--- src/rtl/evt_arb_pkg.sv ---
package evt_arb_pkg;

  localparam int NCLS     = 10;
  localparam int CW       = $clog2(NCLS);
  localparam int VW       = 8;
  localparam int IDX_NMI  = 4;
  localparam int IDX_INTR = 5;
  localparam int NMI_VEC  = 2;

  // Mask of the classes that are held (interrupts) rather than dropped.
  function automatic logic [NCLS-1:0] irq_mask();
    logic [NCLS-1:0] m;
    m = '0;
    m[IDX_NMI]  = 1'b1;
    m[IDX_INTR] = 1'b1;
    return m;
  endfunction

  // Isolate the lowest set bit: lowest index is highest priority.
  function automatic logic [NCLS-1:0] first_set(logic [NCLS-1:0] p);
    return p & (~p + 1'b1);
  endfunction

  function automatic logic [CW-1:0] oh_to_idx(logic [NCLS-1:0] oh);
    logic [CW-1:0] r;
    r = '0;
    for (int c = 0; c < NCLS; c++)
      if (oh[c]) r = r | CW'(c);
    return r;
  endfunction

  // Reported class code; in merged mode both interrupts share one slot.
  function automatic logic [CW-1:0] report_code(logic [CW-1:0] idx, logic merged);
    if (merged && idx == CW'(IDX_INTR)) return CW'(IDX_NMI);
    return idx;
  endfunction

endpackage

--- src/rtl/evt_pend_bank.sv ---
module evt_pend_bank
  import evt_arb_pkg::*;
#(
  parameter int N = NCLS,
  parameter logic [N-1:0] HOLD_MASK = irq_mask()
) (
  input  logic         clk,
  input  logic         rst_n,
  input  logic         boundary_i,
  input  logic [N-1:0] req_i,
  input  logic [N-1:0] grant_i,
  output logic [N-1:0] pend_o
);

  logic [N-1:0] pend_q;
  logic [N-1:0] pend_d;

  for (genvar c = 0; c < N; c++) begin : g_cls
    if (HOLD_MASK[c]) begin : g_hold
      // Interrupt: survives until its own grant; new request wins.
      assign pend_d[c] = req_i[c] | (pend_q[c] & ~grant_i[c]);

      AST_IRQ_HELD: assert property (@(posedge clk) disable iff (!rst_n)
        (boundary_i && pend_q[c] && !grant_i[c]) |=> pend_q[c]);
      AST_IRQ_CLR_BY_GRANT: assert property (@(posedge clk) disable iff (!rst_n)
        (pend_q[c] && !grant_i[c]) |=> pend_q[c]);
    end else begin : g_drop
      // Exception: wiped by every boundary; new request wins.
      assign pend_d[c] = req_i[c] | (pend_q[c] & ~boundary_i);

      AST_EXC_WIPED: assert property (@(posedge clk) disable iff (!rst_n)
        (boundary_i && !req_i[c]) |=> !pend_q[c]);
      AST_EXC_KEPT: assert property (@(posedge clk) disable iff (!rst_n)
        (!boundary_i && pend_q[c]) |=> pend_q[c]);
    end
  end

  always_ff @(posedge clk) begin
    if (!rst_n) pend_q <= '0;
    else        pend_q <= pend_d;
  end

  AST_REQ_LATCHED: assert property (@(posedge clk) disable iff (!rst_n)
    (req_i != '0) |=> ((pend_q & $past(req_i)) == $past(req_i)));

  assign pend_o = pend_q;

endmodule

--- src/rtl/evt_prio_pick.sv ---
module evt_prio_pick
  import evt_arb_pkg::*;
#(
  parameter int N = NCLS,
  parameter int W = CW,
  parameter logic [N-1:0] HOLD_MASK = irq_mask()
) (
  input  logic         clk,
  input  logic         rst_n,
  input  logic         boundary_i,
  input  logic         merge_i,
  input  logic [N-1:0] pend_i,
  output logic [N-1:0] grant_o,
  output logic [W-1:0] cls_o,
  output logic [N-1:0] discard_o
);

  logic [N-1:0] winner;
  logic         any_pend;

  assign any_pend = |pend_i;
  assign winner   = first_set(pend_i);

  always_comb begin
    grant_o   = '0;
    cls_o     = '0;
    discard_o = '0;
    if (boundary_i) begin
      grant_o   = winner;
      cls_o     = report_code(oh_to_idx(winner), merge_i);
      discard_o = pend_i & ~HOLD_MASK & ~winner;
    end
  end

  AST_ONE_GRANT: assert property (@(posedge clk) disable iff (!rst_n)
    $onehot0(grant_o));
  AST_GRANT_IN_BOUNDARY: assert property (@(posedge clk) disable iff (!rst_n)
    (grant_o != '0) |-> boundary_i);
  AST_GRANT_IF_PEND: assert property (@(posedge clk) disable iff (!rst_n)
    (boundary_i && any_pend) |-> (grant_o != '0));
  AST_GRANT_IS_PEND: assert property (@(posedge clk) disable iff (!rst_n)
    ((grant_o & ~pend_i) == '0));
  AST_NO_DISCARD_IRQ: assert property (@(posedge clk) disable iff (!rst_n)
    ((discard_o & HOLD_MASK) == '0));

endmodule

--- src/rtl/evt_vec_out.sv ---
module evt_vec_out
  import evt_arb_pkg::*;
#(
  parameter int N = NCLS,
  parameter int V = VW
) (
  input  logic         clk,
  input  logic         rst_n,
  input  logic [N-1:0] grant_i,
  input  logic [N*V-1:0] vec_i,
  output logic [V-1:0] vec_o,
  output logic         start_o,
  output logic [V-1:0] start_vec_o
);

  logic [V-1:0] sel;
  logic         any_grant;

  assign any_grant = |grant_i;

  always_comb begin
    sel = '0;
    for (int c = 0; c < N; c++) begin
      if (grant_i[c]) begin
        if (c == IDX_NMI) sel = sel | V'(NMI_VEC);
        else              sel = sel | vec_i[c*V +: V];
      end
    end
  end

  assign vec_o = sel;

  always_ff @(posedge clk) begin
    if (!rst_n) begin
      start_o     <= 1'b0;
      start_vec_o <= '0;
    end else begin
      start_o     <= any_grant;
      start_vec_o <= any_grant ? sel : '0;
    end
  end

  AST_NMI_VECTOR: assert property (@(posedge clk) disable iff (!rst_n)
    grant_i[IDX_NMI] |-> (vec_o == V'(NMI_VEC)));
  AST_START_AFTER_GRANT: assert property (@(posedge clk) disable iff (!rst_n)
    any_grant |=> (start_o && start_vec_o == $past(vec_o)));
  AST_START_SINGLE: assert property (@(posedge clk) disable iff (!rst_n)
    !any_grant |=> !start_o);

endmodule

--- src/rtl/evt_prio_arb.sv ---
module evt_prio_arb
  import evt_arb_pkg::*;
#(
  parameter int V = VW
) (
  input  logic               clk,
  input  logic               rst_n,
  input  logic               boundary_i,
  input  logic               merge_i,
  input  logic [NCLS-1:0]    req_i,
  input  logic [NCLS*V-1:0]  vec_i,
  output logic [NCLS-1:0]    grant_o,
  output logic [CW-1:0]      cls_o,
  output logic [V-1:0]       vec_o,
  output logic [NCLS-1:0]    discard_o,
  output logic               start_o,
  output logic [V-1:0]       start_vec_o
);

  localparam logic [NCLS-1:0] HOLD = irq_mask();

  logic [NCLS-1:0] pend;
  logic [NCLS-1:0] grant_w;

  evt_pend_bank #(.N(NCLS), .HOLD_MASK(HOLD)) u_pend (
    .clk(clk), .rst_n(rst_n), .boundary_i(boundary_i),
    .req_i(req_i), .grant_i(grant_w), .pend_o(pend)
  );

  evt_prio_pick #(.N(NCLS), .W(CW), .HOLD_MASK(HOLD)) u_pick (
    .clk(clk), .rst_n(rst_n), .boundary_i(boundary_i), .merge_i(merge_i),
    .pend_i(pend), .grant_o(grant_w), .cls_o(cls_o), .discard_o(discard_o)
  );

  evt_vec_out #(.N(NCLS), .V(V)) u_vec (
    .clk(clk), .rst_n(rst_n), .grant_i(grant_w), .vec_i(vec_i),
    .vec_o(vec_o), .start_o(start_o), .start_vec_o(start_vec_o)
  );

  assign grant_o = grant_w;

  AST_MERGED_CODE: assert property (@(posedge clk) disable iff (!rst_n)
    (merge_i && grant_w[IDX_INTR]) |-> (cls_o == CW'(IDX_NMI)));
  AST_NMI_FIRST: assert property (@(posedge clk) disable iff (!rst_n)
    (pend[IDX_NMI]) |-> !grant_w[IDX_INTR]);

endmodule

--- config.mk ---
export PLATFORM = sky130hd
export DESIGN_NAME = evt_prio_arb
export DESIGN_NICKNAME = d
export VERILOG_FILES = /design/src/rtl/evt_arb_pkg.sv /design/src/rtl/evt_pend_bank.sv /design/src/rtl/evt_prio_pick.sv /design/src/rtl/evt_vec_out.sv /design/src/rtl/evt_prio_arb.sv
export SDC_FILE = /design/constraint.sdc
export NUM_CORES = 1
export LEC_CHECK = 0
export ABC_AREA = 1
export BUFFER_PORTS_ARGS = -buffer_cell sky130_fd_sc_hd__clkbuf_2
export CAP_MARGIN = 40
export CORE_ASPECT_RATIO = 0.9
export CORE_UTILIZATION = 42
export DETAILED_ROUTE_END_ITERATION = 6
export GPL_ROUTABILITY_DRIVEN = 0
export PLACE_DENSITY_LB_ADDON = 0.25
export SYNTH_ARGS = -nofsm -noshare
export SYNTH_HDL_FRONTEND = slang
export SYNTH_SLANG_ARGS = --single-unit
--- constraint.sdc ---
create_clock -name clk -period 2.5 [get_ports clk]
set_input_delay 0.5 -clock clk [delete_from_list [all_inputs] [get_ports clk]]
set_output_delay 0.5 -clock clk [all_outputs]
set_load 0.05 [all_outputs]
Yosys cells after proc, flatten, opt, wreduce, memory -nomap -nowiden --
Cells that the tools add are included.
Word-level totals: bits in registers 19, bits in latches 0, RAM bits 0, bits in read-only memories 0, input bits 94, output and inout port bits 41, logic and storage cells 70, memories 0
Cells by class: add/sub/neg operators 1, $mul 0, divide/modulo/power cells 0, magnitude comparators 0, equality and inequality tests 1, shifts and indexed selects 0, muxes and demuxes 27, bitwise operators 35, reductions and logical operators 3
Operator list (number):
- $mux 8 | 9
- $or 8x8->8 | 8
- $mux 4 | 6
- $and 10x10->10 | 2
- $mux 10 | 2
- $not 10->10 | 2
- $mux 3 | 4
- $add 10x1->10 const B | 1
- $and 1x1->1 | 10
- $or 1x1->1 | 10
- $reduce_or 10->1 | 1
- $mux 2 | 3
- $eq 4x3->1 const B | 1
- $mux 1 | 3
- $not 1->1 | 3
- $reduce_and 2->1 | 1
- $logic_and 1x1->1 | 1

Depth between registers and ports, before layout --
Gate-level depths: netlist of run 1.
word-level depth 22, mapped depth 11, depth with buffers taken out 10

Hierarchy --
Synthesis of run 1 repeated with hierarchy kept, for this count alone.
Unflattened totals: cells, all modules 318, area, all modules 1655.3 um^2
Modules (own cells, without submodules):
- evt_vec_out | times used 1, cells each 210, area each 975.9 um^2
- evt_pend_bank | times used 1, cells each 44, area each 340.3 um^2
- evt_prio_pick | times used 1, cells each 64, area each 339.1 um^2

Worst setup path before layout of run 1 --
No wires, ideal clock.
path kind input to output, start point input boundary_i, end point output cls_o[2], arrival time 2.308 ns, data required time 2.000 ns, path slack -0.308 ns, cell stages on the path 4, buffers on the path 2, cells stage by stage buf_2 -> buf_2 -> clkinv_1 -> nor3b_1
On the way: longest elaborated chain between the ends 1
RTL lines:
- start: declaration | line evt_prio_arb.sv:8 | input logic boundary_i,
- $mux 4 | line evt_prio_pick.sv:28 | if (boundary_i) begin
- end: declaration | line evt_prio_arb.sv:13 | output logic [CW-1:0] cls_o,
Every way passes these cells.

Worst setup path in the final report of run 1 --
start point input boundary_i, end point output vec_o[2]
On the way: longest elaborated chain between the ends 18
RTL lines:
- $mux 10 * | line evt_prio_pick.sv:28
- $mux 8 | line evt_vec_out.sv:24 | if (grant_i[c]) begin
- $or 8x8->8 | line evt_vec_out.sv:26 | else sel = sel | vec_i[c*V +: V];
- $mux 8 | line evt_vec_out.sv:24
- $or 8x8->8 | line evt_vec_out.sv:26
- $mux 8 | line evt_vec_out.sv:24
- $or 8x8->8 | line evt_vec_out.sv:26
- $mux 8 | line evt_vec_out.sv:24
- (+2 left out)
- $or 8x8->8 | line evt_vec_out.sv:26
- $mux 8 | line evt_vec_out.sv:24
- $or 8x8->8 | line evt_vec_out.sv:26
- $mux 8 | line evt_vec_out.sv:24
- $or 8x8->8 | line evt_vec_out.sv:26
- $mux 8 | line evt_vec_out.sv:24
- $or 8x8->8 | line evt_vec_out.sv:26
- $mux 8 * | line evt_vec_out.sv:24
- end: declaration | line evt_prio_arb.sv:14 | output logic [V-1:0] vec_o,
Every way passes the cells marked *; elsewhere a longest branch is shown, timed or not.

==> out/qor.txt, run 1 <==
outcome: completed
row cnt: 21
placed cell areas: 2310 um2
core area: 3700 um2
Post-synth EDFFs: 0
DR WL/cell: 10.9 um
drt pass-1 iters: 4
CTS max path bufs: 2
commonest non-fill, non-tap cell in the layout: clkbuf_2
initial core utilization: 44.0%
grt ovf: 0
Yosys reg bits: 19
I/O pins: 135
Die X: 67.7 um
simple-gate share of the synthesized area: 55.1%
Compound-Gate Fraction of Synth Area: 7.76%
leakage power: 0.00149 uW
power per cell area: 395 nW/um2
total track usage: 23.4%
post-synthesis sequential area ratio: 23.3%
post-synthesis mux area share: 0%
Layout Nets: 509
largest family of logic cells by synthesized area: simple AND/OR/NAND/NOR gates
Fillers: 370
initial antenna violation count: 0
Num CTS Buffers: 3
peak supply drop: 0.301 mV
CTS tree: done
die area: 4130 um2
cell area after layout: 2450 um2
detailed placement HPWL: 4070 um
first-pass GRT wire length: 7290 um
first-iteration detailed-routing DRC count: 103
CTS clk-pin slew, worst paths: 0.07 ns
Final Non-Filler Cells: 460
DRC Markers: 0
Synth warnings: 0
CP Capture Type: output port
Setup Viol. Count Final: 0
Buffers on Ports: 123
Worst Hold Class: in -> reg
DR vias: 2,163
clk root buf: clkbuf_8
DP Cell Count: 449
vias in the first global route: 1,738
clock skew: 0.000901 ns
sum of negative setup slack: 0 ns
largest net degree at the start of global routing: 19
Final ANT Viol Nets: 0
layout cell share with drive strength beyond 1: 41.8%
CTS Sinks: 19
Synth Area in XOR/XNOR: 0%
Mapped Avg Cell Area: 5.80 um2
adder-cell share of the synthesized area: 0%
area grow syn2layout: 50.2%
crit share post-route: 95.6%
Peak Freq: 0.418 GHz
synth unique cells: 25
Crit Path Class: in -> out
Tmin final: 2.39 ns
critical path arrival: 1.89 ns
commonest cells after routing, fill and taps aside: clkbuf_2 (118), nand2_1 (78), nor2_1 (45)
Hold WS: 0.446 ns
Final Slew Violations: 0
Most used DFF post-synth: dfxtp_1
max_cap viols: 0
register area: 382 um2
Vias/cell: 4.70
later-pin clock latency in the skew report: 0.25 ns
Post-Route WL: 5030 um
hold buffers post-CTS: 0
Multi-input gate area: 1040 um2
Hold Vio Cnt, Final: 0
Tot Pwr: 966 uW
n_diodes: 0
Mapped Area: 1630 um2
CP Max Fanout: 9
H-tree Lvls: 1
height of the die: 61.1 um
CP required: 2.00 ns
Cells after Synth: 281
CP startpoint kind: primary input
Async S/R FF share, synth: 0%
report_power, final:
group	switching (uW)	total [uW]	internal [uW]
Combinational	284	418	134
Sequential	15.3	335	320
Clock	102	213	111
cells by family (layout without fill, tap and decap cells):
logic type             Yosys count  in the layout
flip-flops                      19             19
other                            1              3
AO/OA/AOI/OAI                   20             20
AND/OR/NAND/NOR                189            189
buffers and inverters           52            183
synthesized netlist by cell type (3+ instances only):
library cell,n,area [um2]
nand2_1,78,293
nand3_1,34,170
nor2_1,46,173
a21oi_1,10,50.1
nor2_4,3,33.8
o21ai_0,3,15.0
dfxtp_1,19,380
a21oi_2,7,61.3
inv_2,10,37.5
inv_1,29,109
buf_4,4,30.0
clkinv_1,5,18.8
nor2_2,3,18.8
nand4_1,17,106
critical path: stages:
cell and delay, ns:
clkbuf_2 0.13, nand2_1 0.15, clkinvlp_4 0.20, buf_4 0.18, nand2_1 0.05, nand2_1 0.05, nor2_1 0.08, nand3_1 0.10
nor2_1 0.16, nand2_1 0.07, clkbuf_2 0.23
sequential cells by signal, indices dropped and copies added, names as in the netlist:
register and cells:
u_vec.start_vec_o 8, u_pend.pend_o 10, u_vec.start_o 1
metal layers:
| metal | wire length, um | global-route usage (%) |
|---|---|---|
| met5 | 0 | 0 |
| met2 | 2460 | 42.4 |
| met4 | 38 | 6.38 |
| met3 | 337 | 4.81 |
| met1 | 2200 | 28.0 |
cell type report:
type / count / share of cell area (%)
inverters: 44 / 7.06
flip-flops and latches: 19 / 15.6
repair buffers: 135 / 30.5
well taps: 46 / 2.35
clock inverters: 1 / 0.204
multi-input cells: 212 / 42.6
clock buffers: 3 / 1.69
final timing paths:
| kind | startpoint | end | slack [ns] | cells past startpoint |
|---|---|---|---|---|
| setup / recovery | boundary_i | vec_o[2] | 0.11 | 11 |
| hold / removal | req_i[0] | u_pend.pend_o[0]$_SDFF_PN0_ | 0.45 | 3 |
| setup reg to reg | u_pend.pend_o[6]$_SDFF_PN0_ | u_vec.start_vec_o[1]$_SDFF_PN0_ | 0.95 | 8 |
| hold reg to reg | u_pend.pend_o[9]$_SDFF_PN0_ | u_pend.pend_o[9]$_SDFF_PN0_ | 0.54 | 2 |
stage by stage:
step                      setup WS [ns]  utilization (%)
final                             0.109             66.1
after global routing            -0.0179             66.1
after CTS                        0.0753             63.6
after detailed placement          0.123             62.3
after global placement            0.139             62.3
after floorplan                  0.0174                -
repair_timing:
action / 4_1_cts / 5_1_grt
buffers inserted: 0 / 7
endpoints found under the setup margin: 0 / 10
resized for setup: 0 / 10
No activity file was read; power rests on OpenSTA's default activity.
==> run 2, diff against run 1 <==
--- a/config.mk
+++ b/config.mk
@@ -13,6 +13,7 @@
 export DETAILED_ROUTE_END_ITERATION = 6
 export GPL_ROUTABILITY_DRIVEN = 0
 export PLACE_DENSITY_LB_ADDON = 0.25
+export REMOVE_ABC_BUFFERS = 1
 export SYNTH_ARGS = -nofsm -noshare
 export SYNTH_HDL_FRONTEND = slang
 export SYNTH_SLANG_ARGS = --single-unit
==> out/qor.txt, run 2 (synthesized netlist as in run 1, its figures left out) <==
outcome: completed (unchanged)
Hold Vio Cnt, Final: 0 (unchanged)
leakage power: 0.00148 uW (was 0.00149 uW)
row cnt: 21 (unchanged)
layout cell share with drive strength beyond 1: 40.6% (was 41.8%)
Clock power frac: 22.3% (was 22.1%)
grt ovf: 0 (unchanged)
DP Cell Count: 448 (was 449)
first-pass GRT wire length: 7270 um (was 7290 um)
power per cell area: 400 nW/um2 (was 395 nW/um2)
Largest register FFs: 10 (unchanged)
total track usage: 23.1% (was 23.4%)
critical-path cell list: nor2_8 > nand2_4 > nor2_1 > buf_4 > nand2_1 > nand3_1 > nor2_1 > nand2_1 > clkbuf_4 (was clkbuf_2 > nand2_1 > clkinvlp_4 > buf_4 > nand2_1 > nand2_1 > nor2_1 > nand3_1 > nor2_1 > nand2_1 > clkbuf_2)
I/O pins: 135 (unchanged)
CP max stage delay: 0.45 ns (was 0.23 ns)
Net Sw Frac: 41.6% (was 41.5%)
critical path arrival: 1.86 ns (was 1.89 ns)
Fillers: 373 (was 370)
Final Non-Filler Cells: 457 (was 460)
Crit Path Class: reg -> out (was in -> out)
crit share post-route: 94.4% (was 95.6%)
commonest cells after routing, fill and taps aside: clkbuf_2 (117), nand2_1 (78), nor2_1 (46) (was clkbuf_2 (118), nand2_1 (78), nor2_1 (45))
Setup Viol. Count Final: 0 (unchanged)
CTS tree: done (unchanged)
max_cap viols: 0 (unchanged)
Final ANT Viol Nets: 0 (unchanged)
largest net degree at the start of global routing: 19 (unchanged)
clock skew: 0.0121 ns (was 0.000901 ns)
Internal: 569 uW (was 565 uW)
detailed placement HPWL: 4160 um (was 4070 um)
Layout Nets: 506 (was 509)
met2 Usage GRT: 43.1% (was 42.4%)
Buffers on Ports: 123 (unchanged)
Worst Hold Class: in -> reg (unchanged)
sequential power share: 34.4% (was 34.7%)
CP required: 2.00 ns (about the same)
initial antenna violation count: 0 (unchanged)
CTS max path bufs: 2 (unchanged)
height of the die: 61.1 um (unchanged)
peak supply drop: 0.284 mV (was 0.301 mV)
CTS Sinks: 19 (unchanged)
Critical Path Slowest Stage Cell: dfxtp_1 (was clkbuf_2)
DR vias: 2,227 (was 2,163)
H-tree Lvls: 1 (unchanged)
Setup WS pre-CTS: 0.150 ns (was 0.123 ns)
Tot Pwr: 974 uW (was 966 uW)
sum of negative setup slack: 0 ns (unchanged)
later-pin clock latency in the skew report: 0.26 ns (was 0.25 ns)
core area: 3700 um2 (unchanged)
n_diodes: 0 (unchanged)
CP startpoint kind: flop (was primary input)
vias in the first global route: 1,730 (was 1,738)
Die X: 67.7 um (unchanged)
Tmin final: 2.36 ns (was 2.39 ns)
initial core utilization: 44.0% (unchanged)
area grow syn2layout: 49.5% (was 50.2%)
GR Util met1: 27.7% (was 28.0%)
Vias/cell: 4.87 (was 4.70)
commonest non-fill, non-tap cell in the layout: clkbuf_2 (unchanged)
GR Util met3: 4.26% (was 4.81%)
first-iteration detailed-routing DRC count: 81 (was 103)
Net Switching: 406 uW (was 401 uW)
DR WL/cell: 10.9 um (about the same)
DRC Markers: 0 (unchanged)
final setup margin: 0.139 ns (was 0.109 ns)
die area: 4130 um2 (unchanged)
GRT Max-Usage Layer: met2 (unchanged)
Comb pwr share: 43.3% (about the same)
unrepaired setup endpoints after global routing: false
drt pass-1 iters: 4 (unchanged)
Hold WS: 0.454 ns (was 0.446 ns)
Peak Freq: 0.424 GHz (was 0.418 GHz)
CP Max Fanout: 10 (was 9)
CTS clk-pin slew, worst paths: 0.08 ns (was 0.07 ns)
Post-Route WL: 4990 um (was 5030 um)
CP Capture Type: output port (unchanged)
clk root buf: clkbuf_8 (unchanged)
Num CTS Buffers: 3 (unchanged)
Final Slew Violations: 0 (unchanged)
-- run 2: power by group through the flow --
stage | sequential (uW) | clock (uW) | combinational [uW]
floorplan | 362 | 0 | 239
global placement | 341 | 0 | 401
detailed placement | 342 | 0 | 406
CTS | 335 | 217 | 407
global route | 339 | 231 | 457
finish | 335 | 217 | 422
-- run 2: final cells by class --
cell class	count	area (um2)	share of cell area, %
Multi-Input combinational cell	212	1040	42.5
Clock inverter	1	5.00	0.205
Timing Repair Buffer	132	746	30.6
Clock buffer	3	41.3	1.69
Tap cell	46	57.6	2.36
Inverter	44	169	6.93
Sequential cell	19	382	15.7
-- run 2: worst paths after layout --
kind                                                  start  depth (start not counted)  slack (ns)                              end
worst min register to register  u_pend.pend_o[7]$_SDFF_PN0_                          2        0.53      u_pend.pend_o[7]$_SDFF_PN0_
worst min-delay path                               req_i[7]                          3        0.45      u_pend.pend_o[7]$_SDFF_PN0_
worst max register to register  u_pend.pend_o[6]$_SDFF_PN0_                          8        1.02  u_vec.start_vec_o[1]$_SDFF_PN0_
worst max-delay path            u_pend.pend_o[1]$_SDFF_PN0_                          9        0.14                         vec_o[4]
-- run 2: through the flow --
step / instance area [um2] / util (%)
2_1_floorplan: 1580 / -
3_3_place_gp: 2310 / 62.4
3_5_place_dp: 2310 / 62.4
4_1_cts: 2360 / 63.7
5_1_grt: 2440 / 65.8
6_report: 2440 / 65.8
-- run 2: metal layers --
layer  part of all wire [%]  routed length (um)  vias to the layer above
met4                   0.48                  24                        0
met2                     50                2520                       78
met5                      0                   0                        -
met3                    7.0                 347                        2
met1                     42                2100                      996
li1                       -                   -                     1151
-- run 2: repair_timing --
action,CTS,global route
endpoints found under the setup margin,0,9
endpoints found under the hold margin,0,0
setup buffers,0,5
hold buffers,0,0
resized for setup,0,11
-- run 2: critical path: cells and delay by family (launching register included) --
kind	cells	cell delay, ns
AND/OR/NAND/NOR	7	0.76
flip-flops	1	0.45
buffers and inverters	2	0.40
==> run 3, diff against run 2 <==
--- a/config.mk
+++ b/config.mk
@@ -6,11 +6,11 @@
 export NUM_CORES = 1
 export LEC_CHECK = 0
 export ABC_AREA = 1
-export BUFFER_PORTS_ARGS = -buffer_cell sky130_fd_sc_hd__clkbuf_2
 export CAP_MARGIN = 40
 export CORE_ASPECT_RATIO = 0.9
-export CORE_UTILIZATION = 42
+export CORE_UTILIZATION = 55
 export DETAILED_ROUTE_END_ITERATION = 6
+export DONT_BUFFER_PORTS = 1
 export GPL_ROUTABILITY_DRIVEN = 0
 export PLACE_DENSITY_LB_ADDON = 0.25
 export REMOVE_ABC_BUFFERS = 1
==> out/qor.txt, run 3 (synthesized netlist as in run 1, its figures left out) <==
Hold Vio Cnt, Final: 0 (unchanged)
Setup Viol. Count Final: 0 (unchanged)
DR WL/cell: 13.4 um (was 10.9 um)
Final ANT Viol Nets: 0 (unchanged)
crit share post-route: 94.8% (was 94.4%)
Final Slew Violations: 0 (unchanged)
Crit Path Class: reg -> out (unchanged)
area grow syn2layout: 25.0% (was 49.5%)
hold buffers post-CTS: 0 (unchanged)
critical path arrival: 1.87 ns (was 1.86 ns)
detailed placement HPWL: 3770 um (was 4160 um)
outcome: completed (unchanged)
initial core utilization: 58.8% (was 44.0%)
clock skew: 0.00668 ns (was 0.0121 ns)
worst slew pin tran: 0.500 ns
Num CTS Buffers: 3 (unchanged)
first-iteration detailed-routing DRC count: 96 (was 81)
CP required: 2.00 ns (about the same)
CP startpoint kind: flop (unchanged)
vias in the first global route: 1,660 (was 1,730)
commonest cells after routing, fill and taps aside: nand2_1 (76), nor2_1 (45), nand3_1 (34) (was clkbuf_2 (117), nand2_1 (78), nor2_1 (46))
drt pass-1 iters: 4 (unchanged)
CP Capture Type: output port (unchanged)
Tmin final: 2.37 ns (was 2.36 ns)
row cnt: 18 (was 21)
max_cap viols: 0 (unchanged)
later-pin clock latency in the skew report: 0.31 ns (was 0.26 ns)
CP Max Fanout: 8 (was 10)
Hold WS: 0.303 ns (was 0.454 ns)
Layout Nets: 404 (was 506)
Peak Freq: 0.422 GHz (was 0.424 GHz)
Worst Hold Class: in -> reg (unchanged)
total track usage: 29.6% (was 23.1%)
most used cell, CP: nand2_1
n_diodes: 0 (unchanged)
grt ovf: 0 (unchanged)
H-tree Lvls: 1 (unchanged)
layout cell share with drive strength beyond 1: 23.6% (was 40.6%)
leakage power: 0.00108 uW (was 0.00148 uW)
largest net degree at the start of global routing: 21 (was 19)
commonest non-fill, non-tap cell in the layout: nand2_1 (was clkbuf_2)
die area: 3180 um2 (was 4130 um2)
height of the die: 53.6 um (was 61.1 um)
Vias/cell: 5.36 (was 4.87)
Max-slew headroom: 66.6%
CTS max path bufs: 2 (unchanged)
CTS clk-pin slew, worst paths: 0.11 ns (was 0.08 ns)
Largest register FFs: 10 (unchanged)
Fillers: 235 (was 373)
critical-path cell list: nor2_8 > nand2_4 > nor2_2 > buf_4 > nand2_1 > nand2_1 > nor2_1 > nand2_1 > nor2_1 > inv_1 > buf_12 (was nor2_8 > nand2_4 > nor2_1 > buf_4 > nand2_1 > nand3_1 > nor2_1 > nand2_1 > clkbuf_4)
Post-Route WL: 4670 um (was 4990 um)
clk root buf: clkbuf_4 (was clkbuf_8)
power per cell area: 437 nW/um2 (was 400 nW/um2)
peak supply drop: 0.389 mV (was 0.284 mV)
Tot Pwr: 890 uW (was 974 uW)
DRC Markers: 0 (unchanged)
Final Non-Filler Cells: 349 (was 457)
core area: 2770 um2 (was 3700 um2)
DP Cell Count: 342 (was 448)
CTS tree: done (unchanged)
CTS Sinks: 19 (unchanged)
first-pass GRT wire length: 7050 um (was 7270 um)
initial antenna violation count: 0 (unchanged)
CP max stage delay: 0.42 ns (was 0.45 ns)
Buffers on Ports: 0 (was 123)
DR vias: 1,869 (was 2,227)
I/O pins: 135 (unchanged)
Die X: 59.4 um (was 67.7 um)
Critical Path Slowest Stage Cell: dfxtp_4 (was dfxtp_1)
[run 3: cell count changes in the layout (fill, tap and decap cells not counted), sizes merged]
cell      previous run  this run
clkinvlp             1         2
buf                 11        29
clkbuf             124         3
[run 3: layout make-up]
cell class / count / area (um2) / share of cell area (%)
Timing Repair Buffer: 29 / 347 / 17.0
Clock inverter: 1 / 5.00 / 0.246
Timing Repair inverter: 1 / 5.00 / 0.246
Multi-Input combinational cell: 212 / 1050 / 51.5
Clock buffer: 3 / 22.5 / 1.11
Tap cell: 40 / 50.0 / 2.46
Sequential cell: 19 / 389 / 19.1
Inverter: 44 / 169 / 8.30
[run 3: repair_timing]
action,4_1_cts,5_1_grt
cloned,0,1
setup endpoints to repair,1,10
gates resized for setup,1,9
setup buffers,0,2
pin swaps,0,2
[run 3: worst paths after layout]
path,start,end,slack [ns],cells past startpoint
setup reg to reg,u_pend.pend_o[3]$_SDFF_PN0_,u_vec.start_vec_o[0]$_SDFF_PN0_,1.02,8
setup / recovery,u_pend.pend_o[0]$_SDFF_PN0_,vec_o[1],0.13,11
hold / removal,req_i[9],u_pend.pend_o[9]$_SDFF_PN0_,0.30,2
hold reg to reg,u_pend.pend_o[3]$_SDFF_PN0_,u_pend.pend_o[3]$_SDFF_PN0_,0.52,2
[run 3: power breakdown]
group	internal, uW	switching [uW]
clock	59.8	102
sequential	320	37.4
combinational	127	244
[run 3: layer usage]
layer | GRT usage (%) | vias up | share of wire [%]
met2 | 51.9 | 90 | 49
met5 | 0 | - | 0
met3 | 6.97 | 13 | 8.4
met4 | 12.7 | 0 | 2.3
met1 | 34.5 | 820 | 40
li1 | - | 946 | -
[run 3: worst max-delay path, delay by kind of cell (launching register included)]
family,cells,cell delay [ns]
DFF,1,0.42
and+or+nand+nor,8,0.74
buffers and inverters,3,0.40
[run 3: metrics by stage]
step / setup TNS, ns / worst slack, ns / cell area [um2] / util, %
finish: 0 / 0.129 / 2040 / 73.5
detailed placement: 0 / 0.327 / 1950 / 70.6
floorplan: -2.97 / -0.331 / 1580 / -
CTS: 0 / 0.0453 / 1980 / 71.6
global placement: 0 / 0.345 / 1950 / 70.6
global route: -0.0279 / -0.0115 / 2040 / 73.5
